**src/rtl/sdw_pkg.sv**
```systemverilog
package sdw_pkg;

    localparam int BURST = 4;

    typedef enum logic [3:0] {
        CMD_NOP = 4'b0111,
        CMD_ACT = 4'b0011,
        CMD_WR  = 4'b0100,
        CMD_PRE = 4'b0010
    } cmd_e;

    typedef enum logic [2:0] {
        ST_IDLE,
        ST_OPEN,
        ST_DATA,
        ST_RECOV,
        ST_CLOSE
    } st_e;

    // Round a picosecond limit up to whole clocks, never below one.
    function automatic int ps_to_cyc(input int lim_ps, input int tck_ps);
        int c;
        c = (lim_ps + tck_ps - 1) / tck_ps;
        return (c < 1) ? 1 : c;
    endfunction

    function automatic int imax(input int a, input int b);
        return (a > b) ? a : b;
    endfunction

endpackage

```
**src/rtl/sdw_age_ctr.sv**
```systemverilog
// Counts the cycles since ACTIVE; saturates at LIMIT.
module sdw_age_ctr #(
    parameter int LIMIT = 20,
    parameter int W     = 5
) (
    input  logic         clk,
    input  logic         rst_n,
    input  logic         clr_i,
    output logic [W-1:0] cnt_o
);
    logic [W-1:0] cnt_d, cnt_q;

    always_comb begin
        if (clr_i)
            cnt_d = '0;
        else if (cnt_q == W'(LIMIT))
            cnt_d = cnt_q;
        else
            cnt_d = cnt_q + 1'b1;
    end

    always_ff @(posedge clk or negedge rst_n) begin
        if (!rst_n) cnt_q <= W'(LIMIT);
        else        cnt_q <= cnt_d;
    end

    assign cnt_o = cnt_q;
endmodule

```
**src/rtl/sdw_burst_buf.sv**
```systemverilog
// Holds the burst words of the request in flight.
module sdw_burst_buf #(
    parameter int DQ_W  = 16,
    parameter int WORDS = 4,
    localparam int SEL_W = $clog2(WORDS)
) (
    input  logic                  clk,
    input  logic                  rst_n,
    input  logic                  load_i,
    input  logic [WORDS*DQ_W-1:0] data_i,
    input  logic [SEL_W-1:0]      sel_i,
    output logic [DQ_W-1:0]       word_o
);
    logic [DQ_W-1:0] word_d [WORDS];
    logic [DQ_W-1:0] word_q [WORDS];

    for (genvar g = 0; g < WORDS; g++) begin : g_word
        always_comb word_d[g] = load_i ? data_i[g*DQ_W +: DQ_W] : word_q[g];

        always_ff @(posedge clk or negedge rst_n) begin
            if (!rst_n) word_q[g] <= '0;
            else        word_q[g] <= word_d[g];
        end
    end

    assign word_o = word_q[sel_i];
endmodule

```
**src/rtl/sdram_wr_seq.sv**
```systemverilog
module sdram_wr_seq
    import sdw_pkg::*;
#(
    parameter int TCK_PS  = 7500,
    parameter int TRCD_PS = 20000,
    parameter int TRAS_PS = 44000,
    parameter int TWR_PS  = 15000,
    parameter int TRC_PS  = 66000,
    parameter int TRP_PS  = 20000,
    parameter int BA_W    = 2,
    parameter int ROW_W   = 13,
    parameter int COL_W   = 10,
    parameter int ADDR_W  = 13,
    parameter int DQ_W    = 16,
    parameter int DQM_W   = 2
) (
    input  logic                  clk,
    input  logic                  rst_n,
    input  logic                  req_valid,
    input  logic [BA_W-1:0]       req_bank,
    input  logic [ROW_W-1:0]      req_row,
    input  logic [COL_W-1:0]      req_col,
    input  logic                  req_all_banks,
    input  logic [BURST*DQ_W-1:0] req_data,
    output logic                  ready,
    output logic                  cs_n,
    output logic                  ras_n,
    output logic                  cas_n,
    output logic                  we_n,
    output logic [BA_W-1:0]       ba,
    output logic [ADDR_W-1:0]     addr,
    output logic [DQM_W-1:0]      dqm,
    output logic [DQ_W-1:0]       dq_out,
    output logic                  dq_oe
);
    // Cycle counts, relative to the ACTIVE cycle (cycle 0).
    localparam int RCD_C = ps_to_cyc(TRCD_PS, TCK_PS);
    localparam int RAS_C = ps_to_cyc(TRAS_PS, TCK_PS);
    localparam int WR_C  = ps_to_cyc(TWR_PS,  TCK_PS);
    localparam int RC_C  = ps_to_cyc(TRC_PS,  TCK_PS);
    localparam int RP_C  = ps_to_cyc(TRP_PS,  TCK_PS);
    localparam int PRE_T = imax(RCD_C + BURST - 1 + WR_C, RAS_C);
    localparam int NXT_T = imax(PRE_T + RP_C, RC_C);
    localparam int CNT_W = $clog2(NXT_T + 1);
    localparam int IDX_W = $clog2(BURST);
    localparam int PRE_BIT = 10;

    typedef struct packed {
        st_e               st;
        logic              rdy;
        cmd_e              cmd;
        logic [BA_W-1:0]   ba;
        logic [ADDR_W-1:0] addr;
        logic [DQM_W-1:0]  dqm;
        logic [DQ_W-1:0]   dq;
        logic              oe;
        logic [IDX_W-1:0]  idx;
        logic [BA_W-1:0]   bank;
        logic [COL_W-1:0]  col;
        logic              all;
    } regs_t;

    regs_t r_d, r_q;

    logic             accept;
    logic [CNT_W-1:0] cnt_q;
    logic [DQ_W-1:0]  word;
    int               t_n;
    logic             go_idle;

    assign accept = req_valid && r_q.rdy;

    sdw_age_ctr #(.LIMIT(NXT_T), .W(CNT_W)) u_age (
        .clk   (clk),
        .rst_n (rst_n),
        .clr_i (accept),
        .cnt_o (cnt_q)
    );

    sdw_burst_buf #(.DQ_W(DQ_W), .WORDS(BURST)) u_buf (
        .clk    (clk),
        .rst_n  (rst_n),
        .load_i (accept),
        .data_i (req_data),
        .sel_i  (r_q.idx),
        .word_o (word)
    );

    always_comb begin
        t_n     = int'(cnt_q) + 1;
        go_idle = (t_n + 1 >= NXT_T);

        r_d      = r_q;
        r_d.cmd  = CMD_NOP;
        r_d.ba   = '0;
        r_d.addr = '0;
        r_d.dqm  = '1;
        r_d.oe   = 1'b0;
        r_d.dq   = '0;

        unique case (r_q.st)
            ST_IDLE: begin
                if (accept) begin
                    r_d.st   = ST_OPEN;
                    r_d.rdy  = 1'b0;
                    r_d.cmd  = CMD_ACT;
                    r_d.ba   = req_bank;
                    r_d.addr = ADDR_W'(req_row);
                    r_d.bank = req_bank;
                    r_d.col  = req_col;
                    r_d.all  = req_all_banks;
                    r_d.idx  = '0;
                end
            end
            ST_OPEN: begin
                if (t_n == RCD_C) begin
                    r_d.st   = ST_DATA;
                    r_d.cmd  = CMD_WR;
                    r_d.ba   = r_q.bank;
                    r_d.addr = ADDR_W'(r_q.col);
                    r_d.addr[PRE_BIT] = 1'b0;
                    r_d.dq   = word;
                    r_d.oe   = 1'b1;
                    r_d.dqm  = '0;
                    r_d.idx  = r_q.idx + 1'b1;
                end
            end
            ST_DATA: begin
                r_d.dq  = word;
                r_d.oe  = 1'b1;
                r_d.dqm = '0;
                if (r_q.idx == IDX_W'(BURST - 1)) begin
                    r_d.st  = ST_RECOV;
                    r_d.idx = '0;
                end else begin
                    r_d.idx = r_q.idx + 1'b1;
                end
            end
            ST_RECOV: begin
                if (t_n == PRE_T) begin
                    r_d.cmd  = CMD_PRE;
                    r_d.ba   = r_q.bank;
                    r_d.addr[PRE_BIT] = r_q.all;
                    r_d.st   = go_idle ? ST_IDLE : ST_CLOSE;
                    r_d.rdy  = go_idle;
                end
            end
            ST_CLOSE: begin
                if (go_idle) begin
                    r_d.st  = ST_IDLE;
                    r_d.rdy = 1'b1;
                end
            end
            default: r_d.st = ST_IDLE;
        endcase
    end

    always_ff @(posedge clk or negedge rst_n) begin
        if (!rst_n) begin
            r_q      <= '0;
            r_q.st   <= ST_IDLE;
            r_q.rdy  <= 1'b1;
            r_q.cmd  <= CMD_NOP;
            r_q.dqm  <= '1;
        end else begin
            r_q <= r_d;
        end
    end

    assign ready  = r_q.rdy;
    assign {cs_n, ras_n, cas_n, we_n} = r_q.cmd;
    assign ba     = r_q.ba;
    assign addr   = r_q.addr;
    assign dqm    = r_q.dqm;
    assign dq_out = r_q.dq;
    assign dq_oe  = r_q.oe;

    // Accepted request opens the row on the next cycle.
    assert_accept_opens_R2: assert property (@(posedge clk) disable iff (!rst_n)
        (req_valid && ready) |=> (r_q.cmd == CMD_ACT));

    // Column write lands exactly RCD clocks after ACTIVE, auto-precharge off.
    assert_write_timing_R3: assert property (@(posedge clk) disable iff (!rst_n)
        (r_q.cmd == CMD_WR) |-> (int'(cnt_q) == RCD_C && !addr[PRE_BIT]));

    // Masks open whenever the bus is driven.
    assert_mask_open_R4: assert property (@(posedge clk) disable iff (!rst_n)
        dq_oe |-> (dqm == '0));

    // A drive window starts only with the WRITE command.
    assert_burst_start_R4: assert property (@(posedge clk) disable iff (!rst_n)
        $rose(dq_oe) |-> (r_q.cmd == CMD_WR));

    // Precharge falls at the recovery / row-active bound.
    assert_pre_timing_R5: assert property (@(posedge clk) disable iff (!rst_n)
        (r_q.cmd == CMD_PRE) |-> (int'(cnt_q) == PRE_T));

    // No new request is taken before the row-cycle bound.
    assert_ready_bound_R7: assert property (@(posedge clk) disable iff (!rst_n)
        (ready && r_q.cmd != CMD_NOP) |-> (r_q.cmd == CMD_PRE && PRE_T + 1 >= NXT_T));
endmodule

```
**config.mk**
```make
export PLATFORM = sky130hd
export DESIGN_NAME = sdram_wr_seq
export DESIGN_NICKNAME = d
export VERILOG_FILES = /design/src/rtl/sdw_pkg.sv /design/src/rtl/sdw_age_ctr.sv /design/src/rtl/sdw_burst_buf.sv /design/src/rtl/sdram_wr_seq.sv
export SDC_FILE = /design/constraint.sdc
export NUM_CORES = 1
export LEC_CHECK = 0
export ABC_CLOCK_PERIOD_IN_PS = 3900
export BUFFER_PORTS_ARGS = -buffer_cell sky130_fd_sc_hd__buf_2
export CORE_ASPECT_RATIO = 0.5
export CORE_UTILIZATION = 58
export DETAILED_ROUTE_END_ITERATION = 6
export PLACE_DENSITY = 0.85
export REMOVE_ABC_BUFFERS = 1
export SYNTH_ARGS = -nofsm -noshare
export SYNTH_HDL_FRONTEND = slang
export SYNTH_HIERARCHICAL = 1
export SYNTH_SLANG_ARGS = --single-unit
export TNS_END_PERCENT = 20
```
**constraint.sdc**
```tcl
create_clock -name clk -period 3.9 [get_ports clk]
set_clock_uncertainty 0.1 [all_clocks]
set_input_delay 0.195 -clock clk [delete_from_list [all_inputs] [get_ports clk]]
set_output_delay 0.195 -clock clk [all_outputs]
set_load 0.02 [all_outputs]
```
Word-level counts from Yosys, hierarchy flattened
Index checks and enable logic that the tools add are counted.
{"block": "totals", "elab_cells": 69, "register_bits": 125, "output_inout_bits": 39, "inputBits": 93}
{"block": "classes", "muxes": 23, "n_eq_ne": 14, "n_bitwise": 1, "n_reduce_logical": 8, "n_addsub": 4, "order_cmp": 2}
{"cell": "$mux 38", "n": 1}
{"cell": "$pmux 19 s2", "n": 1}
{"cell": "$bmux 16 s2", "n": 1}
{"cell": "$mux 16", "n": 2}
{"cell": "$mux 23", "n": 1}
{"cell": "$pmux 10 s2", "n": 1}
{"cell": "$pmux 6 s3", "n": 1}
{"cell": "$mux 15", "n": 1}
{"cell": "$pmux 3 s5", "n": 1}
{"cell": "$mux 4", "n": 3}
{"cell": "$mux 10", "n": 1}
{"cell": "$mux 3", "n": 3}
{"cell": "$ne 2x2->1 const B", "n": 4}
{"cell": "$add 5x1->6 const B", "n": 1}
{"cell": "$eq 3x2->1 const B", "n": 2}
{"cell": "$ge 6x4->1 const B", "n": 1}
{"cell": "$pmux 1 s3", "n": 2}
{"cell": "$pmux 2 s3", "n": 1}
{"cell": "$reduce_bool 3->1", "n": 2}
{"cell": "$add 4x1->5 const B", "n": 1}
{"cell": "$eq 5x2->1 const B", "n": 1}
{"cell": "$eq 5x4->1 const B", "n": 1}
{"cell": "$reduce_and 5->1", "n": 1}
{"cell": "$add 4x1->4 const B", "n": 1}
{"cell": "16 further kinds", "n": 17}

Longest topological paths before layout
{"block": "depth", "word_depth": 6, "mapped_depth": 8}

By module
The synthesis kept the hierarchy.
{"mod": "sdw_burst_buf", "n_inst": 1, "seq_area_each_um2": 1601.5, "area_per_inst_um2": 2781.4, "cells_per_inst": 155}
{"mod": "sdram_wr_seq", "n_inst": 1, "seq_area_each_um2": 1382.6, "area_per_inst_um2": 2526.2, "cells_per_inst": 208}
{"mod": "sdw_age_ctr", "n_inst": 1, "seq_area_each_um2": 103.8, "area_per_inst_um2": 221.5, "cells_per_inst": 19}

Worst setup path after synthesis
No wires, ideal clock.
{"block": "synth_path", "path_type": "reg2reg", "startpoint": "reg u_age.cnt_q[0], in the netlist u_age/cnt_o[0]", "endpoint": "reg r_q (netlist bit ba[0])", "synth_period_minus_slack_ns": 2.035, "path_stages_with_launch": 8, "arrival_time_ns": 1.814, "path_slack_ns": 1.865, "cell_sequence": "dfstp_2 ha_1 or2_2 o32ai_2 and3_1 buf_4 or2_1 a22o_1"}
{"element": "from (decl)", "line_no": "sdw_age_ctr.sv:11", "text": "logic [W-1:0] cnt_d, cnt_q;"}
{"element": "from (signal assigned)", "line_no": "sdw_age_ctr.sv:23", "text": "if (!rst_n) cnt_q <= W'(LIMIT);"}
{"element": "from (signal assigned)", "line_no": "sdw_age_ctr.sv:24", "text": "else cnt_q <= cnt_d;"}
{"element": "to (signal assigned)", "line_no": "sdram_wr_seq.sv:166", "text": "r_q <= r_d;"}
{"element": "to (decl)", "line_no": "sdram_wr_seq.sv:63", "text": "regs_t r_d, r_q;"}

==> impl_table.tex <==
\begin{tabular}{lr}
\hline
Metric & Value \\
\hline
\multicolumn{2}{l}{\textbf{Logic synthesis}} \\
\quad EDFF count, synth & 0 \\
\quad Number of warnings printed during yosys synthesis & 6 \\
\quad Asr flop ratio synth & 100\% \\
\quad FF+latch count, synth & 123 \\
\quad Sequential-to-total area share from yosys stat & 55.8\% \\
\quad Primary flip-flop cell chosen by synthesis mapping & dfrtp\_1 \\
\quad Number of distinct library cells after synthesis & 51 \\
\quad Syn avg cell area & 14.5 um\^{}2 \\
\quad Gate Count Post-Synth & 382 \\
\quad Area of the mapped netlist & 0.00553 mm\^{}2 \\
\multicolumn{2}{l}{\textbf{Route}} \\
\quad Remaining routing DRC violations & 0 \\
\quad Drt initial violations & 256 \\
\quad Count of antenna-violating nets left after detailed routing & 0 \\
\quad Vias/cell & 5.32 \\
\quad Via count & 3739 \\
\quad Final WL & 12.7 mm \\
\quad Wire length per cell & 18.0 um \\
\quad Number of optimization iterations in the first detailed-route pass & 4 \\
\multicolumn{2}{l}{\textbf{Clock tree}} \\
\quad Insertion delay of the later-clocked pin in the worst-skew pair & 0.41 ns \\
\quad Clock tree from TritonCTS & yes \\
\quad Post-CTS setup-driven buffer insertion count & 0 \\
\quad CTS Buf Count & 17 \\
\quad Level count of the clock H-tree & 4 \\
\quad CTS Buffer Depth & 2 \\
\quad Total clock sinks & 123 \\
\quad CTS clk-pin slew, worst paths & 0.06 ns \\
\quad CTS Root Cell & clkbuf\_16 \\
\multicolumn{2}{l}{\textbf{Global routing}} \\
\quad Most utilized layer in the global route result & met2 \\
\quad Gr ovfl total & 0 \\
\quad GRT met2 Usage & 50.8\% \\
\quad Global-route met1 utilization & 31.6\% \\
\quad Number of global-route vias before repair & 4129 \\
\quad Global-route track usage on met3 & 6.30\% \\
\quad Antenna violations before repair & 0 \\
\quad Wire length of the first global-routing pass & 20.5 mm \\
\quad Aggregate global-route resource usage & 27.6\% \\
\quad Pin count of the biggest net entering global routing & 73 \\
\multicolumn{2}{l}{\textbf{Pwr}} \\
\quad Sequential fraction of design power & 39.7\% \\
\quad Share of total power consumed by net switching & 30.4\% \\
\quad Combinational fraction of design power & 30.2\% \\
\quad Leakage component of the power & 0.00355 uW \\
\quad VDD IR-drop max & 0.466 mV \\
\quad Power density over the cells & 766 mW/mm\^{}2 \\
\quad Net switching power of the design & 1750 uW \\
\quad Power share of the clock group & 30.1\% \\
\quad Internal Pwr Total & 4020 uW \\
\multicolumn{2}{l}{\textbf{Timing}} \\
\quad Slew at the pin with the worst max-slew slack & 1.19 ns \\
\quad Post-route setup slack & 0.987 ns \\
\quad Max Clock Freq & 0.343 GHz \\
\quad Worst slew margin relative to its limit & 20.7\% \\
\quad Final-report hold violation count & 0 \\
\quad Tmin final & 2.91 ns \\
\quad Number of setup violations in the final report & 0 \\
\quad Pins Over Slew Limit & 0 \\
\quad Setup repair after global routing missed its margin & no \\
\quad Setup TNS & 0 ns \\
\quad Fin crit share & 74.7\% \\
\multicolumn{2}{l}{\textbf{Floorplan}} \\
\quad \# rows & 24 \\
\quad Horizontal extent of the die & 140 um \\
\quad Area of the core & 0.00898 mm\^{}2 \\
\quad Die Outline Area & 0.00995 mm\^{}2 \\
\quad Initial core utilization & 61.6\% \\
\quad Ports & 132 \\
\quad Die Height & 71.0 um \\
\multicolumn{2}{l}{\textbf{Setup path}} \\
\quad Sum of buffers and inverters on the critical path & 0 \\
\quad Arrival time of the worst setup path & 3.04 ns \\
\quad Largest fanout of any net on the critical path & 20 \\
\quad Critical path start-end classification & reg -> reg \\
\quad Worst path top cell family by delay & compound AO/OA/AOI/OAI gates \\
\quad Worst path slowest cell & a21oi\_2 \\
\quad Slowest Stage Delay on Critical Path & 0.83 ns \\
\quad Worst path cell trace & ha\_1 -> or2\_2 -> o32ai\_2 -> and3\_1 -> a21oi\_2 -> nor2b\_1 \\
\quad CP endpoint kind & register \\
\quad Kind of start point of the critical path & register \\
\quad Critical path required time & 4.03 ns \\
\multicolumn{2}{l}{\textbf{Cells and area}} \\
\quad Layout Nets & 673 \\
\quad Number of filler instances in the final layout & 413 \\
\quad N\_diodes & 0 \\
\quad Syn-to-layout area delta & 36.4\% \\
\quad Fraction of final layout cells with drive strength greater than 1 & 46.2\% \\
\quad Most common cell after layout, fill and taps aside & buf\_2 \\
\quad Highest-count cells in the layout ignoring fill and taps & buf\_2 (129), dfrtp\_1 (115), dlygate4sd3\_1 (91), mux2\_2 (78), nor2b\_1 (20) \\
\quad Core occupancy in the finished layout & 84.0\% \\
\multicolumn{2}{l}{\textbf{Hold path}} \\
\quad Worst Hold Class & in -> reg \\
\multicolumn{2}{l}{\textbf{Placement}} \\
\quad Final HPWL DP & 6.47 mm \\
\quad Routability congestion estimate from global placement & 0.817 \\
\quad I/O Buffers & 130 \\
\quad Pre-CTS setup slack & 1.07 ns \\
\multicolumn{2}{l}{\textbf{Outcome}} \\
\quad Outcome & complete, no violations \\
\multicolumn{2}{l}{\textbf{Job}} \\
\quad Max\_cap viols & 0 \\
\hline
\end{tabular}
-- cell families after synthesis --
family                     after synthesis  share of synthesized area (%)
xor gates and xnor gates                 1                          0.158
DFF                                    123                           55.8
other                                    1                         0.0678
adders and majority gates                7                           1.58
AOI/OAI and AO/OA                       38                           5.41
and+or+nand+nor                         54                           6.07
muxes                                   96                           23.3
buffers and inverters                   62                           7.60
-- path summary, 6_finish.rpt --
| kind | start | end | slack (ns) | cells after the start |
|---|---|---|---|---|
| min | req_valid | ready | 0.09 | 4 |
| max in group asynchronous | rst_n | dqm[0] | 2.39 | 3 |
| min in group asynchronous | rst_n | u_buf/word_q[37] | 0.36 | 2 |
| min reg2reg | r_q[11] | ba[0] | 0.39 | 1 |
| max | u_age/cnt_o[0] | dq_out[1] | 0.99 | 6 |
| max reg2reg | u_age/cnt_o[0] | dq_out[1] | 0.99 | 6 |
-- power by group through the flow --
stage	sequential, uW	combinational, uW	clock [uW]
3_3_place_gp	2240	1560	0
4_1_cts	2270	1720	1750
3_5_place_dp	2280	1620	0
2_1_floorplan	2280	1140	0
6_report	2290	1740	1740
5_1_grt	2370	1890	1820
-- cell usage after synthesis, types with 2 or more instances --
cell type  instances  area, um^2
a211oi_1           2        15.0
a21boi_0           2        15.0
a21oi_1            5        25.0
a22o_1            14         123
and2_1             3        18.8
buf_2             11        55.1
buf_4             36         270
buf_6              3        33.8
clkbuf_1           2        7.51
dfrtp_1          115        2880
dfstp_2            8         210
ha_1               7        87.6
inv_1              9        33.8
mux2_2            78         878
mux4_1             6         158
mux4_2            10         225
nand2_1            4        15.0
nand2b_1           3        18.8
nand3_1            3        15.0
nor2_1             7        26.3
nor2b_1           20         125
o21ai_0            4        20.0
or2_2              2        12.5
-- timing repair --
item / CTS / global route
endpoints found under the hold margin: 155 / 0
hold buffers: 91 / 0
gates resized for setup: 0 / 0
-- sequential cells by signal (all words and copies together), names as in the netlist, 2 cells and up --
| register | flops |
|---|---|
| addr | 13 |
| ba | 2 |
| dq_out | 16 |
| u_age/cnt_o | 4 |
| u_buf/word_q | 64 |
| r_q | 18 |
-- stage by stage --
stage / total power, uW / std cells / instance area (um^2) / hold WS [ns]
finish: 5780 / 703 / 7540 / 0.0949
global route: 6070 / 703 / 7540 / 0.125
CTS: 5730 / 703 / 7540 / 0.0889
detailed placement: 3900 / 580 / 5970 / 0.246
global placement: 3800 / 580 / 5970 / 0.248
floorplan: 3420 / 329 / 5140 / -0.201
-- routing by layer --
layer,share of wire (%),routed length [um]
met1,40,5110
met2,54,6860
met3,3.8,481
met4,1.8,231
met5,0,0
-- tightest hold or removal path, stage by stage --
cell	delay, ns
buf_2	0.09
nand2_1	0.04
o21ai_0	0.17
o32ai_1	0.10
-- final cells by class --
type / count / area [um^2] / share of cell area (%)
Tap cell: 117 / 146 / 1.94
Clock inverter: 14 / 219 / 2.90
Inverter: 9 / 33.8 / 0.448
Multi-Input combinational cell: 197 / 2020 / 26.8
Sequential cell: 123 / 3090 / 40.9
Timing Repair Buffer: 225 / 1590 / 21.1
Clock buffer: 18 / 439 / 5.82
No activity file was read; power rests on OpenSTA's default activity.
